===== src/rtl/hb_pkg.sv =====
// Shared definitions for the half-bridge interlock.
// Assumes: counters saturate at their limit, so width only needs limit+1 codes.
package hb_pkg;

    typedef enum logic {
        SUP_BAD  = 1'b0,
        SUP_GOOD = 1'b1
    } sup_state_t;

    localparam int SIDE_HS = 0;
    localparam int SIDE_LS = 1;

    // Bits needed to hold the values 0..limit.
    function automatic int cnt_bits(input int limit);
        int w;
        w = $clog2(limit + 1);
        return (w < 1) ? 1 : w;
    endfunction

endpackage


===== src/rtl/hb_sup_hyst.sv =====
// Two-threshold supply monitor. Turns a "below lower" and an "above upper"
// comparator flag into a held good/bad state.
// Assumes: flags are already synchronous to clk; low flag has priority.
module hb_sup_hyst
    import hb_pkg::*;
(
    input  logic clk,
    input  logic rst_n,
    input  logic below_lo,
    input  logic above_hi,
    output logic good
);

    sup_state_t state_q;

    // Hysteresis state: drop on low flag, recover only on high flag.
    always_ff @(posedge clk) begin
        if (!rst_n) begin
            state_q <= SUP_BAD;
        end else if (below_lo) begin
            state_q <= SUP_BAD;
        end else if (above_hi) begin
            state_q <= SUP_GOOD;
        end
    end

    assign good = (state_q == SUP_GOOD);

endmodule


===== src/rtl/hb_off_timer.sv =====
// Counts consecutive cycles a gate has been low and flags when the off-gap
// reaches the deadtime. The cycle the gate goes low is the first one counted.
// Assumes: reset state means the gate has been off long enough.
module hb_off_timer
    import hb_pkg::*;
#(
    parameter int DEAD_CYC = 33
) (
    input  logic clk,
    input  logic rst_n,
    input  logic gate_on,
    output logic gap_done
);

    localparam int CW = cnt_bits(DEAD_CYC);
    localparam logic [CW-1:0] LIMIT = CW'(DEAD_CYC);

    logic [CW-1:0] low_run_q;

    // Saturating run-length of low cycles, cleared while the gate is on.
    always_ff @(posedge clk) begin
        if (!rst_n) begin
            low_run_q <= LIMIT;
        end else if (gate_on) begin
            low_run_q <= '0;
        end else if (low_run_q != LIMIT) begin
            low_run_q <= low_run_q + 1'b1;
        end
    end

    assign gap_done = (low_run_q == LIMIT);

endmodule


===== src/rtl/hb_en_delay.sv =====
// Fixed-latency delay of the global enable.
// Assumes: the delay is short enough for a shift register; reset reads as disabled.
module hb_en_delay #(
    parameter int DLY_CYC = 70
) (
    input  logic clk,
    input  logic rst_n,
    input  logic en_in,
    output logic en_out
);

    generate
        if (DLY_CYC == 0) begin : g_bypass
            assign en_out = en_in;
        end else begin : g_pipe
            logic [DLY_CYC-1:0] pipe_q;

            // Shift the enable through DLY_CYC stages.
            always_ff @(posedge clk) begin
                if (!rst_n) begin
                    pipe_q <= '0;
                end else if (DLY_CYC == 1) begin
                    pipe_q[0] <= en_in;
                end else begin
                    pipe_q <= {pipe_q[DLY_CYC-2:0], en_in};
                end
            end

            assign en_out = pipe_q[DLY_CYC-1];
        end
    endgenerate

endmodule


===== src/rtl/hb_interlock.sv =====
// One half-bridge gate interlock. Produces the two gate enables from the
// requests. It enforces mutual exclusion and a deadtime, and it applies the
// global kill (delayed enable, trip, low-side supply) and the high-side
// supply lockout.
// Assumes: requests are already noise filtered; turn-off paths are
// combinational so a kill acts in its own cycle.
module hb_interlock
    import hb_pkg::*;
#(
    parameter int DEAD_CYC   = 33,
    parameter int EN_DLY_CYC = 70
) (
    input  logic clk,
    input  logic rst_n,
    input  logic hs_req,
    input  logic ls_req,
    input  logic drv_enable,
    input  logic oc_trip,
    input  logic ls_sup_low,
    input  logic ls_sup_high,
    input  logic hs_sup_low,
    input  logic hs_sup_high,
    output logic hs_gate,
    output logic ls_gate
);

    localparam int NSIDE = 2;

    logic en_eff;
    logic ls_good;
    logic hs_good;
    logic kill_all;
    logic hs_want;
    logic ls_want;
    logic [NSIDE-1:0] gate_vec;
    logic [NSIDE-1:0] gap_vec;

    hb_en_delay #(.DLY_CYC(EN_DLY_CYC)) u_en_dly (
        .clk    (clk),
        .rst_n  (rst_n),
        .en_in  (drv_enable),
        .en_out (en_eff)
    );

    hb_sup_hyst u_ls_sup (
        .clk      (clk),
        .rst_n    (rst_n),
        .below_lo (ls_sup_low),
        .above_hi (ls_sup_high),
        .good     (ls_good)
    );

    hb_sup_hyst u_hs_sup (
        .clk      (clk),
        .rst_n    (rst_n),
        .below_lo (hs_sup_low),
        .above_hi (hs_sup_high),
        .good     (hs_good)
    );

    assign gate_vec[SIDE_HS] = hs_gate;
    assign gate_vec[SIDE_LS] = ls_gate;

    // One off-gap timer per side; gap_vec[k] says side k has been off long enough.
    generate
        for (genvar k = 0; k < NSIDE; k++) begin : g_side
            hb_off_timer #(.DEAD_CYC(DEAD_CYC)) u_gap (
                .clk      (clk),
                .rst_n    (rst_n),
                .gate_on  (gate_vec[k]),
                .gap_done (gap_vec[k])
            );
        end
    endgenerate

    // Kill and request qualification; both requests together cancel each other.
    always_comb begin
        kill_all = !en_eff || oc_trip || !ls_good;
        hs_want  = hs_req && !ls_req;
        ls_want  = ls_req && !hs_req;
    end

    // Final gates: request, no kill, and the opposite side's gap complete.
    assign hs_gate = hs_want && !kill_all && hs_good && gap_vec[SIDE_LS];
    assign ls_gate = ls_want && !kill_all && gap_vec[SIDE_HS];

endmodule


===== config.mk =====
export PLATFORM = sky130hd
export DESIGN_NAME = hb_interlock
export DESIGN_NICKNAME = d
export VERILOG_FILES = /design/src/rtl/hb_pkg.sv /design/src/rtl/hb_sup_hyst.sv /design/src/rtl/hb_off_timer.sv /design/src/rtl/hb_en_delay.sv /design/src/rtl/hb_interlock.sv
export SDC_FILE = /design/constraint.sdc
export NUM_CORES = 1
export LEC_CHECK = 0
export BUFFER_PORTS_ARGS = -buffer_cell sky130_fd_sc_hd__buf_2
export CORE_MARGIN = 2
export CORE_UTILIZATION = 40
export CTS_CLUSTER_SIZE = 12
export DETAILED_ROUTE_END_ITERATION = 6
export SLEW_MARGIN = 20
export SYNTH_ARGS = -nofsm -noshare
export SYNTH_HDL_FRONTEND = slang
export SYNTH_HIERARCHICAL = 1
export SYNTH_SLANG_ARGS = --single-unit
export TNS_END_PERCENT = 100

===== constraint.sdc =====
create_clock -name clk -period 2.8 [get_ports clk]
set_input_delay 0.14 -clock clk [delete_from_list [all_inputs] [get_ports clk]]
set_output_delay 0.14 -clock clk [all_outputs]
set_load 0.005 [all_outputs]

== Yosys cells after proc, flatten, opt, wreduce, memory -nomap -nowiden ==
Index checks and enable logic that the tools add are counted.
Storage, ports and cells
  word-level logic and storage cells: 38
  flip-flop bits (word level): 84
Cells by class
  bitwise operators: 1
  add/subtract/negate cells: 2
  eq/ne operators: 4
  reductions and logical operators: 20
  muxes and demuxes: 4
Operators by type and width (count)
  6-bit two-way mux: 4
  6-bit by 1-bit adder with 6-bit output, second input constant: 2
  6-bit == test, second input constant: 2
  6-bit != test, second input constant: 2
  2-bit OR reduction: 4
  1-bit logical AND: 7
  1-bit logical NOT: 5
  2-bit nonzero test: 2
  1-bit logical OR: 2
  1-bit NOT: 1

== Logic depth before layout (Yosys ltp) ==
Gate-level depths: netlist (run 1).
  word-level depth: 8
  mapped depth: 9

== Hierarchy ==
The synthesis (run 1) kept the hierarchy.
Modules (own cells, without submodules)
  hb_en_delay: times used 1, sequential area each 1401.3 um^2, area an instance 1928.1 um^2, cells an instance 147
  hb_off_timer: times used 2, sequential area each 120.1 um^2, area an instance 297.8 um^2, cells an instance 33
  hb_sup_hyst: times used 2, sequential area each 20.0 um^2, area an instance 36.3 um^2, cells an instance 3
  hb_interlock: times used 1, sequential area each 0.0 um^2, area an instance 46.3 um^2, cells an instance 5

== Worst setup path after synthesis (run 1) ==
Ideal clock, no wire load.
  kind: register -> register
  from: reg g_side[1].u_gap.low_run_q[4]
  to: reg g_side[0].u_gap.low_run_q[2]
  buffers on the path: 0
  data arrival time: 1463 ps
  period minus slack after synthesis: 1585 ps
  setup time: 122 ps
  path slack: 1215 ps
  cell stages (with the launch flop): 7
  path through: dfxtp_1 or3_4 nor2_1 nand4b_1 nor2_1 nand2b_1 nor3_1
On the way
  longest elaborated chain between the ends: 3
RTL lines
  from (decl): line hb_off_timer.sv:18  | logic [CW-1:0] low_run_q;
  from (signal assigned): line hb_off_timer.sv:27  | low_run_q <= low_run_q + 1'b1;
  6-bit == test: line hb_off_timer.sv:31  | assign gap_done = (low_run_q == LIMIT);
  via gap_vec[1]: line hb_interlock.sv:36  | logic [NSIDE-1:0] gap_vec;
  1-bit logical AND: line hb_interlock.sv:84  | assign hs_gate = hs_want && !kill_all && hs_good && gap_vec[SIDE_LS];
  via hs_gate: line hb_interlock.sv:23  | output logic hs_gate,
  2-bit OR reduction (no source line)
  to (signal assigned): line hb_off_timer.sv:27
  to (decl): line hb_off_timer.sv:18
The timed path passes the listed nets, and every way through them passes these cells.
A chain may end at the register's enable or synchronous reset.

== Worst setup path after layout (run 1) ==
  from: reg g_side[1].u_gap.low_run_q[4]
  to: out hs_gate
On the way
  longest elaborated chain between the ends: 2
RTL lines (line)
  6-bit == test: hb_off_timer.sv:31
  via gap_vec[1]: hb_interlock.sv:36
  1-bit logical AND: hb_interlock.sv:84
  to (decl): hb_interlock.sv:23
The timed path passes the listed nets, and every way through them passes these cells.

==> parameters.txt, run 1 <==
Parameter                              Value

Outcome
  Run status    complete, no violations

Setup path
  Type of destination of the critical path    output port
  Maximum cell stage delay along the critical path    about 0.42 ns
  Critical R2R Capture    g_side[0].u_gap/low_run_q[2]
  Data required, critical path    2.66 ns
  Critical path cell sequence    or3_4 -> nor2_1 -> nand4b_1 -> nor2_1 -> buf_2
  Critical register-to-register path startpoint    g_side[1].u_gap/low_run_q[4]
  Maximum fanout count along the critical path    5
  Cell at the slowest stage of the critical path    sky130_fd_sc_hd__or3_4
  Most prevalent standard cell on the critical path    sky130_fd_sc_hd__nor2_1
  Reg2Reg Depth    6
  Worst path arrival time    between 1.5 and 2 ns
  Setup slack on the worst flop-to-flop path    between 1 and 1.5 ns
  Worst setup path class    flop to output port
  Critical Path Start Type    flop

CTS
  CTS Buffer Depth    2
  Buffers inserted by post-CTS timing repair    0
  H-tree depth    3
  Clock tree sinks    84
  Clock-pin transition on the worst setup and hold timing paths    about 0.08 ns
  Worst-Skew Late Latency    ~0.33 ns
  CTS tree    yes
  CTS resizes    0
  Number of buffers created by CTS    9
  Library cell used as clock root buffer    sky130_fd_sc_hd__clkbuf_8

Cells and area
  Most common cell after layout, fill and taps aside    sky130_fd_sc_hd__dfxtp_1
  Final design utilization    0.471
  Number of inserted filler cells in the final layout    between 600 and 700
  Count of non-filler cells in the finished layout    approximately 330
  Commonest cells after routing, fill and taps aside    84 x sky130_fd_sc_hd__dfxtp_1, 43 x sky130_fd_sc_hd__and2_2, 27 x sky130_fd_sc_hd__and2_1
  # nets final    roughly 260
  Layout cells sized above 1    0.319
  Area growth, synth to finish    13.8%
  Antenna cells    0

STA
  Final setup violating endpoints    0
  Final period util    0.715
  Number of max-slew violations in the final report    0
  Sum of negative setup slack    0 ns
  Time the worst path needs with I/O delays and setup    ~2 ns
  Worst rel slew slack    0.558
  Transition at the pin with the smallest max-transition slack    0.662 ns
  Final setup skew    0.00489 ns
  RSZ-0062 raised after global routing    false
  Fmax achieved    between 0.4 and 0.5 GHz
  Fin. Hold Viols    0

Floorplanning
  Placeable core area    0.00639 mm^2
  Die Footprint    0.00727 mm^2
  # IOs    12
  Vert. Die Dim    roughly 85 um
  Initial Util    0.414
  Number of rows in the core area    29
  Die boundary width    85.3 um

Run
  Number of max-cap violations    0

Placement
  Placer's final routability congestion estimate    ~0.7
  Count of buffers from port buffering    11
  DP HPWL    2.02 mm
  Post-placement cell count    306

Detailed routing
  DRC viols    0
  Average wire per cell in the routed design    ~10 um
  Total routed wirelength    3.41 mm
  Detailed-routing wirelength on met1    between 1.5 and 2 mm
  Number of design-rule violations left by the first detailed-router iteration    48
  Via count    approximately 1400
  Routed wire length on met3    about 100 um
  Highest metal used    met4
  Met2 wire len    about 1.4 mm
  Final ANT Viol Nets    0
  Detailed-routing iteration count for the pre-antenna-repair pass    2
  DR vias/cell    roughly 4.3

Power and ir drop
  Leakage power summed over all cells    1.28 nW
  Power per standard cell area    roughly 780 mW/mm^2
  Worst-case vdd ir drop    ~0.00038 V

Logic synthesis
  Syn avg cell area    ~12 um^2
  Yosys Warn Count    6
  Distinct cell type count of the synthesized netlist    25
  Synthesis-stage register bit count    84
  Instance count of the mapped netlist    about 220
  Net Count, Synth    238
  Seq/Total Area, Yosys    0.636
  Post-Synthesis Cell Area    about 0.0026 mm^2

Global routing
  GR Util All Layers    0.108
  Overflow after GRT    0
  Vias in the first global route    between 1000 and 1500
  Initial antenna violation count    0
  Pin count of the biggest net entering global routing    52
  First-pass GRT wire length    just over 6 mm

Hold path
  Class of the tightest hold or removal check    primary input to flop
  WHS Endpoint    u_ls_sup/good
  Worst hold start    ls_sup_high
  Number of cells on the worst hold path    3
==> cells by family (layout without fill, tap and decap cells) <==
| logic type | Yosys count | after routing | share of synthesized area |
|---|---|---|---|
| compound gates | 6 | 6 | 0.0189 |
| buf+inv | 9 | 33 | 0.0161 |
| simple gates | 115 | 115 | 0.290 |
| xor+xnor | 6 | 6 | 0.0199 |
| flops | 84 | 84 | 0.636 |
| fa+ha+maj | 4 | 4 | 0.0189 |
==> per-layer routing <==
layer / global-route usage / vias up
li1: - / 750
met1: 0.139 / 641
met2: 0.153 / 14
met3: 0.0360 / 8
met4: 0.0693 / 0
met5: 0 / -
==> cell type report <==
class,instances,area [um^2],area share
clock inverters,5,60.1,0.0200
inverters,2,7.51,0.00250
multi-input cells,131,918,0.305
well taps,77,96.3,0.0320
flip-flops and latches,84,1680,0.559
repair buffers,15,92.6,0.0308
clock buffers,11,151,0.0503
==> worst max-delay path by stage <==
stage	startpoint	to	slack, ns	cells past startpoint
global placement	g_side[1].u_gap/low_run_q[4]	g_side[0].u_gap/low_run_q[1]	1.07	6
finish	g_side[1].u_gap/low_run_q[4]	hs_gate	0.80	5
global route	g_side[1].u_gap/low_run_q[0]	hs_gate	0.57	6
detailed placement	g_side[1].u_gap/low_run_q[4]	g_side[0].u_gap/low_run_q[2]	1.02	6
CTS	g_side[1].u_gap/low_run_q[3]	hs_gate	0.78	5
floorplan	g_side[1].u_gap/low_run_q[4]	g_side[0].u_gap/low_run_q[2]	1.21	6
==> metrics by stage <==
| stage | hold slack [ns] | setup WS (ns) | area [um^2] | total power, mW |
|---|---|---|---|---|
| global placement | 0.307 | 1.07 | 2770 | 1.51 |
| CTS | 0.0798 | 0.782 | 3010 | 2.39 |
| finish | 0.0963 | 0.797 | 3010 | 2.35 |
| global route | 0.120 | 0.571 | 3010 | 2.48 |
| detailed placement | 0.310 | 1.02 | 2770 | 1.52 |
| floorplan | 0.205 | 1.21 | 2640 | 1.47 |
==> sequential cells by signal, indices dropped and copies added, names as in the netlist <==
name,flops
u_ls_sup/good,1
g_side.u_gap/low_run_q,12
u_en_dly/g_pipe.pipe_q,70
u_hs_sup/good,1
==> cell usage after synthesis <==
library cell,count,area (um^2)
sky130_fd_sc_hd__nor3_2,1,10.0
sky130_fd_sc_hd__o31ai_2,2,25.0
sky130_fd_sc_hd__and2_2,43,323
sky130_fd_sc_hd__o21a_1,2,15.0
sky130_fd_sc_hd__nor3b_2,2,25.0
sky130_fd_sc_hd__nand4b_1,1,8.76
sky130_fd_sc_hd__clkbuf_2,7,35.0
sky130_fd_sc_hd__nand4_1,2,12.5
sky130_fd_sc_hd__xnor2_1,2,17.5
sky130_fd_sc_hd__dfxtp_1,84,1680
sky130_fd_sc_hd__or4_1,2,15.0
sky130_fd_sc_hd__nand3b_4,1,20.0
sky130_fd_sc_hd__nand2_1,9,33.8
sky130_fd_sc_hd__nor2b_1,2,12.5
sky130_fd_sc_hd__nand2b_1,2,12.5
sky130_fd_sc_hd__nor3b_1,2,15.0
sky130_fd_sc_hd__xor2_1,4,35.0
sky130_fd_sc_hd__nor3_1,8,40.0
sky130_fd_sc_hd__inv_1,2,7.51
sky130_fd_sc_hd__nor2_1,7,26.3
sky130_fd_sc_hd__o21ai_0,2,10.0
sky130_fd_sc_hd__and2_1,27,169
sky130_fd_sc_hd__nand3_1,4,20.0
sky130_fd_sc_hd__or3_4,2,22.5
sky130_fd_sc_hd__ha_1,4,50.1
==> worst max-delay path: cells and delay by family, from the launching register on <==
family | cells | cell delay, ns
buffers and inverters | 1 | 0.18
DFF | 1 | 0.34
and+or+nand+nor | 4 | 1.02
==> power by group <==
| group | total (mW) | leakage, nW | switching [mW] | internal (mW) |
|---|---|---|---|---|
| registers | 1.26 | 0.678 | 0.0364 | 1.23 |
| logic | 0.229 | 0.495 | 0.122 | 0.107 |
| clock network | 0.861 | 0.106 | 0.399 | 0.462 |
==> repair_timing <==
| item | CTS | global route |
|---|---|---|
| hold endpoints to repair | 3 | 0 |
| setup endpoints to repair | 0 | 0 |
| hold buffers | 3 | 0 |
(Power assumes the default switching activity.)
==> inputs of run 2 (changes only) <==
ABC_AREA = 1   (was default)
clock period = 2.1 ns   (was 2.8 ns; I/O delays follow)
==> run 2 against run 1 <==
Effect of this change:
- worst setup slack got worse by 0.38 ns
- first-iteration DRC count did not move
- final cell count rose by 34%
- critical path depth rose by 1
- global-route usage rose by 0.80 points
- highest routed layer unchanged
- clock skew rose by 0.0073 ns
- clock power rose by 36%
- largest cell class unchanged
- combinational power rose by 76%
- via count rose by 24%
- critical endpoint is now ls_gate
- register-to-register slack got worse by 0.50 ns
- sequential power rose by 36%
==> parameters.txt, run 2 <==
Parameter                              Value

Outcome
  Run status    complete, no violations

Cells and area
  Cell area after layout    around 0.0031 mm^2
  Most common cell after layout, fill and taps aside    sky130_fd_sc_hd__inv_1
  Register with the most flip-flops    u_en_dly/g_pipe.pipe_q
  Layout cells sized above 1    0.0930
  Final design utilization    0.465
  Antenna cells    0
  # nets final    about 360
  Number of flip-flops under the largest register name    70
  Area growth, synth to finish    12.6%
  Commonest cells after routing, fill and taps aside    93 x sky130_fd_sc_hd__inv_1, 90 x sky130_fd_sc_hd__nand2_1, 84 x sky130_fd_sc_hd__dfxtp_1
  Regs by FF count    u_en_dly/g_pipe.pipe_q: 70 flops, g_side.u_gap/low_run_q: 12 flops

STA
  Number of max-slew violations in the final report    0
  Final setup skew    around 0.012 ns
  Worst rel slew slack    0.707
  Final period util    0.801
  Fin. Hold Viols    0
  Sum of negative setup slack    0 ns
  Time the worst path needs with I/O delays and setup    1.68 ns
  Final setup violating endpoints    0
  Transition at the pin with the smallest max-transition slack    between 0.4 and 0.5 ns
  Fmax achieved    0.594 GHz
  RSZ-0062 raised after global routing    false

Detailed routing
  DR vias/cell    around 4.0
  Number of design-rule violations left by the first detailed-router iteration    48
  Met2 wire len    around 1.6 mm
  DRC viols    0
  Average wire per cell in the routed design    ~8.6 um
  Detailed-routing iteration count for the pre-antenna-repair pass    4
  Final ANT Viol Nets    0
  Detailed-routing wirelength on met1    1.92 mm
  Highest metal used    met4
  Total routed wirelength    around 3.7 mm
  Via count    1750
  Routed wire length on met3    roughly 180 um

Power and ir drop
  Worst-case vdd ir drop    between 0.0004 and 0.0005 V
  Power per standard cell area    between 1000 and 1500 mW/mm^2
  Leakage power summed over all cells    1.90 nW

Logic synthesis
  Dominant combinational cell family by area after synthesis    simple AND/OR/NAND/NOR gates
  Mux share of post-synthesis cell area    0
  Seq/Total Area, Yosys    0.603
  Synthesis-stage register bit count    84
  EDFF count, synth    0
  Distinct cell type count of the synthesized netlist    17
  Instance count of the mapped netlist    330
  Net Count, Synth    approximately 340
  Compound-Gate Fraction of Synth Area    0.00897
  Syn avg cell area    around 8.5 um^2
  Share of the synthesized area in the top cell type    0.603
  XOR/XNOR share of the synthesized area    0.0126
  Most numerous cell in the Yosys netlist    sky130_fd_sc_hd__inv_1
  Yosys Warn Count    6
  Post-synthesis async set-or-reset flop share    0
  Synth top area cells    sky130_fd_sc_hd__dfxtp_1 60%, sky130_fd_sc_hd__inv_1 13%, sky130_fd_sc_hd__nand2_1 12%
  Top cells by instance count after synthesis    93 x sky130_fd_sc_hd__inv_1, 90 x sky130_fd_sc_hd__nand2_1, 84 x sky130_fd_sc_hd__dfxtp_1
  Biggest area consumer among synthesized cells    sky130_fd_sc_hd__dfxtp_1
  Post-Synthesis Cell Area    about 0.0028 mm^2
  Prevailing post-synth register cell    sky130_fd_sc_hd__dfxtp_1
  Simple-gate portion of the synthesized area    0.201
  Adder-cell share of the synthesized area    0.0179

Floorplanning
  # IOs    12
  Placeable core area    just under 0.007 mm^2
  Number of rows in the core area    30
  Die boundary width    around 88 um
  Die Footprint    approximately 0.0077 mm^2
  Initial Util    0.413
  Vert. Die Dim    a little under 90 um

Run
  Number of max-cap violations    0

Hold path
  Class of the tightest hold or removal check    primary input to flop

CTS
  Clock tree sinks    84
  CTS tree    yes
  Library cell used as clock root buffer    sky130_fd_sc_hd__clkbuf_8
  Clock-pin transition on the worst setup and hold timing paths    around 0.080 ns
  CTS Buffer Depth    2
  Worst-Skew Late Latency    0.34 ns
  CTS resizes    0
  H-tree depth    3
  Buffers inserted by post-CTS timing repair    0
  Number of buffers created by CTS    9

Global routing
  Initial antenna violation count    0
  GR Util All Layers    0.116
  First-pass GRT wire length    between 6 and 7 mm
  Overflow after GRT    0
  Vias in the first global route    1648
  Pin count of the biggest net entering global routing    57

Setup path
  Critical Path Start Type    flop
  Maximum cell stage delay along the critical path    0.43 ns
  Worst path arrival time    1.58 ns
  Most prevalent standard cell on the critical path    sky130_fd_sc_hd__nand3_1
  Cell at the slowest stage of the critical path    sky130_fd_sc_hd__dfxtp_1
  Type of destination of the critical path    output port
  Critical path cell sequence    ha_1 -> nand3_1 -> nor2_4 -> nand3_1 -> nor2_1 -> buf_2
  Worst setup path class    flop to output port
  Maximum fanout count along the critical path    5
  Data required, critical path    about 2.0 ns

Placement
  DP HPWL    ~2.3 mm
  Count of buffers from port buffering    11
  Post-placement cell area    roughly 0.0029 mm^2
  Placer's final routability congestion estimate    around 0.82
[run 2: cell types whose count changed after synthesis, sizes merged, moves of 4 or more]
cell,delta
nor3b,-4
nand2,+81
and2,-70
inv,+91
nand3,+16
nor3,-7
buf,+8
clkbuf,-7
nor2,+12
[run 2: per-stage QoR]
step | cells | power (mW) | hold WS, ns | setup slack [ns]
finish | 435 | 3.28 | 0.159 | 0.417
global route | 435 | 3.48 | 0.181 | 0.251
CTS | 435 | 3.34 | 0.155 | 0.387
detailed placement | 414 | 2.15 | 0.290 | 0.501
global placement | 414 | 2.15 | 0.287 | 0.554
floorplan | 330 | 2.08 | 0.174 | 0.634
[run 2: cells by family (layout without fill, tap and decap cells)]
logic type / Yosys count / after routing
compound gates: 4 / 4
simple gates: 133 / 133
xor+xnor: 4 / 4
fa+ha+maj: 4 / 4
buf+inv: 101 / 126
flops: 84 / 84
[run 2: layout make-up]
type / instances / area [um^2]
sequential: 84 / 1680
multi-input combinational: 145 / 672
tap: 80 / 100
fill: 653 / 3620
clock buffer: 13 / 169
inverter: 93 / 349
clock inverter: 3 / 43.8
timing repair buffer: 17 / 125
[run 2: power breakdown]
group / internal (mW) / total (mW) / leakage, nW / switching (mW)
Combinational: 0.169 / 0.402 / 1.11 / 0.233
Clock: 0.648 / 1.17 / 0.110 / 0.519
Sequential: 1.65 / 1.71 / 0.679 / 0.0682
Total: 2.46 / 3.28 / 1.90 / 0.821
[run 2: worst paths after layout]
check | end | startpoint | slack (ns) | cells after the start
hold / removal | g_side[1].u_gap/low_run_q[5] | rst_n | 0.16 | 2
setup reg to reg | g_side[0].u_gap/low_run_q[1] | g_side[1].u_gap/low_run_q[0] | 0.51 | 12
setup / recovery | ls_gate | g_side[0].u_gap/low_run_q[0] | 0.42 | 6
hold reg to reg | u_en_dly/g_pipe.pipe_q[69] | u_en_dly/g_pipe.pipe_q[68] | 0.41 | 2
[run 2: worst max-delay path: cells and delay by family, from the launching register on]
kind                     cells  cell delay, ns
AND/OR/NAND/NOR              4            0.47
flip-flops                   1            0.43
adder cells (fa/ha/maj)      1            0.20
buffers and inverters        1            0.14
[run 2: layer usage]
layer,global-route usage,vias to the layer above
met5,0,-
met3,0.0559,6
met1,0.134,759
li1,-,962
met4,0.0587,0
met2,0.178,23
[run 2: what timing repair did]
action	4_1_cts	5_1_grt
endpoints found under the setup margin	0	0
hold endpoints to repair	3	0
hold buffers	5	0
